--- config.mk ---
export PLATFORM = sky130hd
export DESIGN_NAME = cntarr_ctl
export DESIGN_NICKNAME = d
export VERILOG_FILES = /design/src/rtl/cntarr_pkg.sv /design/src/rtl/cntarr_counter.sv /design/src/rtl/cntarr_flags.sv /design/src/rtl/cntarr_irq.sv /design/src/rtl/cntarr_ctl.sv
export SDC_FILE = /design/constraint.sdc
export NUM_CORES = 1
export LEC_CHECK = 0
export BUFFER_PORTS_ARGS = -buffer_cell sky130_fd_sc_hd__buf_4
export CAP_MARGIN = 15
export CORE_ASPECT_RATIO = 0.5
export CORE_MARGIN = 2
export CORE_UTILIZATION = 51
export DETAILED_ROUTE_END_ITERATION = 10
export GPL_ROUTABILITY_DRIVEN = 0
export PLACE_DENSITY_LB_ADDON = 0.2
export SLEW_MARGIN = 25
export SYNTH_ARGS = -nofsm -noshare
export SYNTH_HDL_FRONTEND = slang
export SYNTH_SLANG_ARGS = --single-unit
--- constraint.sdc ---
create_clock -name clk -period 1.2 [get_ports clk]
set_input_delay 0.18 -clock clk [delete_from_list [all_inputs] [get_ports clk]]
set_output_delay 0.18 -clock clk [all_outputs]
set_load 0.01 [all_outputs]
--- src/rtl/cntarr_pkg.sv ---
package cntarr_pkg;
  // register byte addresses
  localparam int ADDR_CTRL = 0;
  localparam int ADDR_MODE = 1;
  localparam int ADDR_MIE  = 2;
  localparam int ADDR_CNT0 = 4; // counter bytes, least significant first

  // control register bit positions
  localparam int CTRL_OVF = 7;
  localparam int CTRL_RUN = 6;

  // mode register bit positions
  localparam int MODE_OVFIE = 0;
  localparam int MODE_WDOG  = 6;
  localparam int MODE_IDLE  = 7;
endpackage

--- src/rtl/cntarr_counter.sv ---
module cntarr_counter #(
  parameter int CNT_W = 16
) (
  input  logic                 clk,
  input  logic                 rst_n,
  input  logic                 adv_i,
  input  logic [CNT_W/8-1:0]   wr_byte_i,
  input  logic [7:0]           wdata_i,
  output logic [CNT_W-1:0]     cnt_o,
  output logic                 wrap_o
);
  localparam int NB = CNT_W / 8;

  logic [CNT_W-1:0] cnt_q, cnt_d;
  logic             cnt_en;
  logic             wrap;

  always_comb begin
    cnt_d = cnt_q;
    wrap  = 1'b0;
    if (|wr_byte_i) begin
      for (int k = 0; k < NB; k++) begin
        if (wr_byte_i[k]) cnt_d[k*8 +: 8] = wdata_i;
      end
    end else if (adv_i) begin
      {wrap, cnt_d} = {1'b0, cnt_q} + {{CNT_W{1'b0}}, 1'b1};
    end
  end

  assign cnt_en = adv_i | (|wr_byte_i);

  always_ff @(posedge clk or negedge rst_n) begin
    if (!rst_n)      cnt_q <= '0;
    else if (cnt_en) cnt_q <= cnt_d;
  end

  assign cnt_o  = cnt_q;
  assign wrap_o = wrap;
endmodule

--- src/rtl/cntarr_flags.sv ---
module cntarr_flags #(
  parameter int N = 5
) (
  input  logic         clk,
  input  logic         rst_n,
  input  logic [N-1:0] set_i,
  input  logic         wr_i,
  input  logic [N-1:0] keep_i,
  output logic [N-1:0] flags_o
);
  logic [N-1:0] flag_q;

  for (genvar i = 0; i < N; i++) begin : g_bit
    logic d, en;
    // set has priority; a written 0 clears, a written 1 keeps
    always_comb begin
      en = set_i[i] | wr_i;
      d  = set_i[i] | (flag_q[i] & keep_i[i]);
    end
    always_ff @(posedge clk or negedge rst_n) begin
      if (!rst_n)  flag_q[i] <= 1'b0;
      else if (en) flag_q[i] <= d;
    end
  end

  assign flags_o = flag_q;
endmodule

--- src/rtl/cntarr_irq.sv ---
module cntarr_irq #(
  parameter int N = 5
) (
  input  logic         ovf_i,
  input  logic         ovf_en_i,
  input  logic [N-1:0] flags_i,
  input  logic [N-1:0] en_i,
  output logic         irq_o
);
  logic [N:0] src;

  for (genvar i = 0; i < N; i++) begin : g_src
    assign src[i] = flags_i[i] & en_i[i];
  end
  assign src[N] = ovf_i & ovf_en_i;

  assign irq_o = |src;
endmodule

--- src/rtl/cntarr_ctl.sv ---
module cntarr_ctl
  import cntarr_pkg::*;
#(
  parameter int NMOD   = 5,   // at most 6: module flags sit below the run bit
  parameter int CNT_W  = 16,
  parameter int ADDR_W = 3
) (
  input  logic              clk,
  input  logic              rst_n,
  input  logic              count_en_i,
  input  logic              idle_i,
  input  logic [NMOD-1:0]   mod_evt_i,
  input  logic [ADDR_W-1:0] reg_addr_i,
  input  logic              reg_wr_i,
  input  logic [7:0]        reg_wdata_i,
  output logic [7:0]        reg_rdata_o,
  output logic              irq_o,
  output logic              wdog_en_o
);
  localparam int NB = CNT_W / 8;

  // reset: asserted asynchronously, released on the clock
  logic [1:0] rst_sync_q;
  logic       rst_n_sync;

  always_ff @(posedge clk or negedge rst_n) begin
    if (!rst_n) rst_sync_q <= 2'b00;
    else        rst_sync_q <= {rst_sync_q[0], 1'b1};
  end
  assign rst_n_sync = rst_sync_q[1];

  // write decode
  logic          ctrl_wr, mode_wr, mie_wr;
  logic [NB-1:0] cnt_wr_byte;
  logic          cnt_wr;

  assign ctrl_wr = reg_wr_i && (reg_addr_i == ADDR_W'(ADDR_CTRL));
  assign mode_wr = reg_wr_i && (reg_addr_i == ADDR_W'(ADDR_MODE));
  assign mie_wr  = reg_wr_i && (reg_addr_i == ADDR_W'(ADDR_MIE));

  for (genvar k = 0; k < NB; k++) begin : g_cwr
    assign cnt_wr_byte[k] = reg_wr_i && (reg_addr_i == ADDR_W'(ADDR_CNT0 + k));
  end
  assign cnt_wr = |cnt_wr_byte;

  // control and mode state
  logic            run_q, run_d;
  logic            ovfie_q, ovfie_d;
  logic            wdog_q, wdog_d;
  logic            idles_q, idles_d;
  logic [NMOD-1:0] mie_q, mie_d;
  logic            cfg_en;

  always_comb begin
    run_d   = run_q;
    ovfie_d = ovfie_q;
    wdog_d  = wdog_q;
    idles_d = idles_q;
    mie_d   = mie_q;
    if (ctrl_wr) run_d = reg_wdata_i[CTRL_RUN];
    if (mode_wr) begin
      ovfie_d = reg_wdata_i[MODE_OVFIE];
      wdog_d  = reg_wdata_i[MODE_WDOG];
      idles_d = reg_wdata_i[MODE_IDLE];
    end
    if (mie_wr) mie_d = reg_wdata_i[NMOD-1:0];
  end

  assign cfg_en = ctrl_wr | mode_wr | mie_wr;

  always_ff @(posedge clk or negedge rst_n_sync) begin
    if (!rst_n_sync) begin
      run_q   <= 1'b0;
      ovfie_q <= 1'b0;
      wdog_q  <= 1'b0;
      idles_q <= 1'b0;
      mie_q   <= '0;
    end else if (cfg_en) begin
      run_q   <= run_d;
      ovfie_q <= ovfie_d;
      wdog_q  <= wdog_d;
      idles_q <= idles_d;
      mie_q   <= mie_d;
    end
  end

  // timebase
  logic             adv;
  logic [CNT_W-1:0] cnt;
  logic             wrap;

  assign adv = run_q & count_en_i & ~(idles_q & idle_i);

  cntarr_counter #(.CNT_W(CNT_W)) u_cnt (
    .clk       (clk),
    .rst_n     (rst_n_sync),
    .adv_i     (adv),
    .wr_byte_i (cnt_wr_byte),
    .wdata_i   (reg_wdata_i),
    .cnt_o     (cnt),
    .wrap_o    (wrap)
  );

  // sticky flags
  logic [NMOD-1:0] mflags;
  logic            ovf;

  cntarr_flags #(.N(NMOD)) u_mflags (
    .clk     (clk),
    .rst_n   (rst_n_sync),
    .set_i   (mod_evt_i),
    .wr_i    (ctrl_wr),
    .keep_i  (reg_wdata_i[NMOD-1:0]),
    .flags_o (mflags)
  );

  cntarr_flags #(.N(1)) u_oflag (
    .clk     (clk),
    .rst_n   (rst_n_sync),
    .set_i   (wrap),
    .wr_i    (ctrl_wr),
    .keep_i  (reg_wdata_i[CTRL_OVF]),
    .flags_o (ovf)
  );

  cntarr_irq #(.N(NMOD)) u_irq (
    .ovf_i    (ovf),
    .ovf_en_i (ovfie_q),
    .flags_i  (mflags),
    .en_i     (mie_q),
    .irq_o    (irq_o)
  );

  // read path
  always_comb begin
    reg_rdata_o = 8'h00;
    if (reg_addr_i == ADDR_W'(ADDR_CTRL)) begin
      reg_rdata_o[CTRL_OVF]  = ovf;
      reg_rdata_o[CTRL_RUN]  = run_q;
      reg_rdata_o[NMOD-1:0]  = mflags;
    end else if (reg_addr_i == ADDR_W'(ADDR_MODE)) begin
      reg_rdata_o[MODE_OVFIE] = ovfie_q;
      reg_rdata_o[MODE_WDOG]  = wdog_q;
      reg_rdata_o[MODE_IDLE]  = idles_q;
    end else if (reg_addr_i == ADDR_W'(ADDR_MIE)) begin
      reg_rdata_o[NMOD-1:0] = mie_q;
    end
    for (int k = 0; k < NB; k++) begin
      if (reg_addr_i == ADDR_W'(ADDR_CNT0 + k)) reg_rdata_o = cnt[k*8 +: 8];
    end
  end

  assign wdog_en_o = wdog_q;
endmodule

==> metrics.md <==
| Metric | Value |
|---|---|
| Status | complete, but fails checks |
| Failing checks | setup timing |
| Layout Utilization | 0.8721 |
| Clock buffer count from CTS | 5 |
| Post-Synth XOR/XNOR Area | 0 |
| Met3 Usage GRT | 0.1040 |
| I/O Buffers | 30 |
| First-pass GRT wire length | around 12 mm |
| CTS H-tree lvls | 2 |
| Fmax | 0.6043 GHz |
| Fin crit share | 1.379 |
| TritonCTS clock tree | done |
| Vias in the first global route | approximately 2200 |
| Yosys top cell area share | 0.3912 |
| Hold WS | approximately 60 ps |
| Critical path buffers and inverters | 1 |
| CP Capture Type | output pin |
| R2r setup slk | -350 ps |
| CP peak stage delay | 470 ps |
| Initial Util | 0.5352 |
| DRC | 0 |
| Critical R2R Launch | run_q$_DFFE_PN0P_ |
| DP HPWL | 4.762 mm |
| Register area share after synthesis | 0.3912 |
| Synthesized flop and latch total | 33 |
| Final nets | 329 |
| Detailed Route Iter0 Violations | 277 |
| Clock transition at the registers of the reported paths | 70 ps |
| MaxCap Viol Count | 0 |
| Grt met1 use | 0.4582 |
| Final instance area | around 3400 sq um |
| Wire per inst | 24.75 um |
| Syn Area/Cell | 10.30 sq um |
| Lkg Pwr | 1.442 nW |
| Critical path depth | 3 |
| Post-synth EDFFs | 0 |
| Die H | 49.49 um |
| RSZ-0062 raised after global routing | true |
| Placed inst area | 2761 sq um |
| Rel. slew slack | 0.6044 |
| Global route overflow | 0 |
| Cells after Synth | 205 |
| Post-Synth Simple-Gate Area | 0.2424 |
| R2r endpoint | u_cnt.cnt_o[6]$_DFFE_PN0P_ |
| Layout cell share with drive strength beyond 1 | 0.6104 |
| Clock Tree Root | clkbuf_8 |
| ANT cells | 0 |
| CP startpoint kind | flop |
| Count leader, synth | dfrtp_1 |
| Synth Area in Compound Gates | 0.1820 |
| Total Wirelength | 8.961 mm |
| Synth-to-layout area growth | 62.95% |
| Worst setup path startpoint | u_cnt.cnt_o[7]$_DFFE_PN0P_ |
| FF-to-FF path depth | 6 |
| Later-pin clock latency in the skew report | 300 ps |
| Endpoints failing setup | 30 |
| Largest family of logic cells by synthesized area | simple AND/OR/NAND/NOR gates |
| Most Crowded Layer GR | met2 |
| Top area cells in the synthesized netlist | dfrtp_1 (39%), mux2i_1 (7.1%), mux2_2 (3.7%) |
| CP max FO | 2 |
| Setup TNS | -6962 ps |
| Worst Clk Skew | roughly 2.8 ps |
| M2 GR Usage | 0.5296 |
| Number of nets with antenna violations after routing | 0 |
| Delay-heaviest family, CP | multiplexers |
| Via-per-instance ratio | 6.790 |
| PD cells | roughly 1700 nW/um^2 |
| Post-synthesis async set-or-reset flop share | 1.000 |
| Commonest cells post-synth | dfrtp_1 (33), nor2_1 (16), mux2i_1 (15), a21oi_1 (13), nand2_1 (12) |
| CTS sink count | 33 |
| Worst EP arrival | roughly 1500 ps |
| Syn Nets | 227 |
| Top FF cell, synth | dfrtp_1 |
| Vias post-DR | 2458 |
| Kind of critical path | reg -> out |
| Full die area | approximately 4700 sq um |
| Mux share of post-synthesis cell area | 0.1405 |
| Hold Vio Cnt, Final | 0 |
| Site Rows | 16 |
| Post-synthesis adder-cell area fraction | 0.005928 |
| Antenna violations before repair | 0 |
| Gr usage total | 0.3430 |
| Worst VDD drop | 0.001417 V |
| Tightest Pin Transition | 593.5 ps |
| Core area | 3944 sq um |
| Required @ worst endpoint | just over 1000 ps |
| # IOs | 31 |
| Max Buffers Root-to-Sink | 2 |
| Largest net degree at the start of global routing | 32 |
| Synth unique cells | 49 |
| Min Clock Period, post-route | 1655 ps |
| Die width | between 90 and 100 um |
| Warnings from Yosys | 0 |
| Yosys top cell by area | dfrtp_1 |
| Worst Setup EP | reg_rdata_o[7] |
| CP cell instances | mux4_2 -> and2_4 -> buf_6 |
| Min-Delay Path Class | in -> reg |
| DRT Pass-1 Iters | 6 |
| Worst setup margin | -454.7 ps |
| Worst path slowest cell | mux4_2 |
| Mapped Area | 2111 sq um |
| Slew Limit Fails | 0 |
flip-flops by register name (all words and copies together) (netlist names):
signal,cells
u_cnt.cnt_o,16
rst_sync_q,2
ovfie_q,1
u_mflags.flags_o,5
wdog_en_o,1
u_oflag.flags_o,1
mie_q,5
idles_q,1
run_q,1
cell usage in the layout, fill, tap and decap left out, drive strengths merged, types with 4 or more instances in the layout:
cell    count
and3        5
nand3       6
o22ai       7
mux2        9
o22a        4
dfrtp      33
nor3        6
a21oi      13
buf       104
and2        7
nand2b      6
o21ai      12
nor2       16
clkbuf      7
a211oi      5
nand4       4
nand2      12
and4        5
mux2i      15
per-stage QoR:
step / power [mW] / setup slack, ps / cells
finish: 5.918 / -454.7 / 362
global route: 6.103 / -463.1 / 362
floorplan: 2.458 / -61.39 / 205
detailed placement: 3.404 / -245.8 / 330
global placement: 3.332 / -213.2 / 330
CTS: 5.158 / -449.5 / 353
layer usage:
| layer | wire length (um) | share of wire |
|---|---|---|
| met2 | 3878 | 0.43 |
| met4 | 604 | 0.067 |
| met3 | 1066 | 0.12 |
| met1 | 3412 | 0.38 |
| met5 | 0 | 0 |
cell families after synthesis:
kind of cell,Yosys count
other,1
buffers and inverters,11
AOI/OAI and AO/OA,55
and+or+nand+nor,78
adders and majority gates,1
DFF,33
muxes,26
worst min path at each step:
stage                       startpoint                         endpoint  slack, ps  depth (start not counted)
after floorplan                  rst_n          rst_sync_q[0]$_DFF_PN0_       -120                          0
after global placement           rst_n          rst_sync_q[0]$_DFF_PN0_        -40                          1
after detailed placement         rst_n          rst_sync_q[0]$_DFF_PN0_        -40                          1
after CTS                 mod_evt_i[2]  u_mflags.flags_o[2]$_DFFE_PN0P_         70                          2
after global routing      mod_evt_i[4]  u_mflags.flags_o[4]$_DFFE_PN0P_         60                          2
final                     mod_evt_i[2]  u_mflags.flags_o[2]$_DFFE_PN0P_         60                          2
report_power, final:
part           total (mW)  internal [mW]  switching, mW
registers            1.68           1.38          0.302
clock network        1.14          0.678          0.464
logic                3.09           1.66           1.43
total                5.92           3.72           2.20
area by class of cell:
cell class | instances | area (sq um)
multi-input cells | 161 | 1491
flip-flops and latches | 33 | 833.3
repair buffers | 105 | 927.1
clock buffers | 7 | 86.33
fillers | 158 | 504.2
well taps | 54 | 67.56
inverters | 1 | 3.754
clock inverters | 1 | 30.03
what timing repair did:
item | CTS | global route
hold endpoints to repair | 2 | 0
pin swaps | 23 | 23
resized for setup | 40 | 45
setup buffers | 14 | 10
hold buffers | 1 | 0
endpoints found under the setup margin | 26 | 26
(Power assumes the default switching activity.)
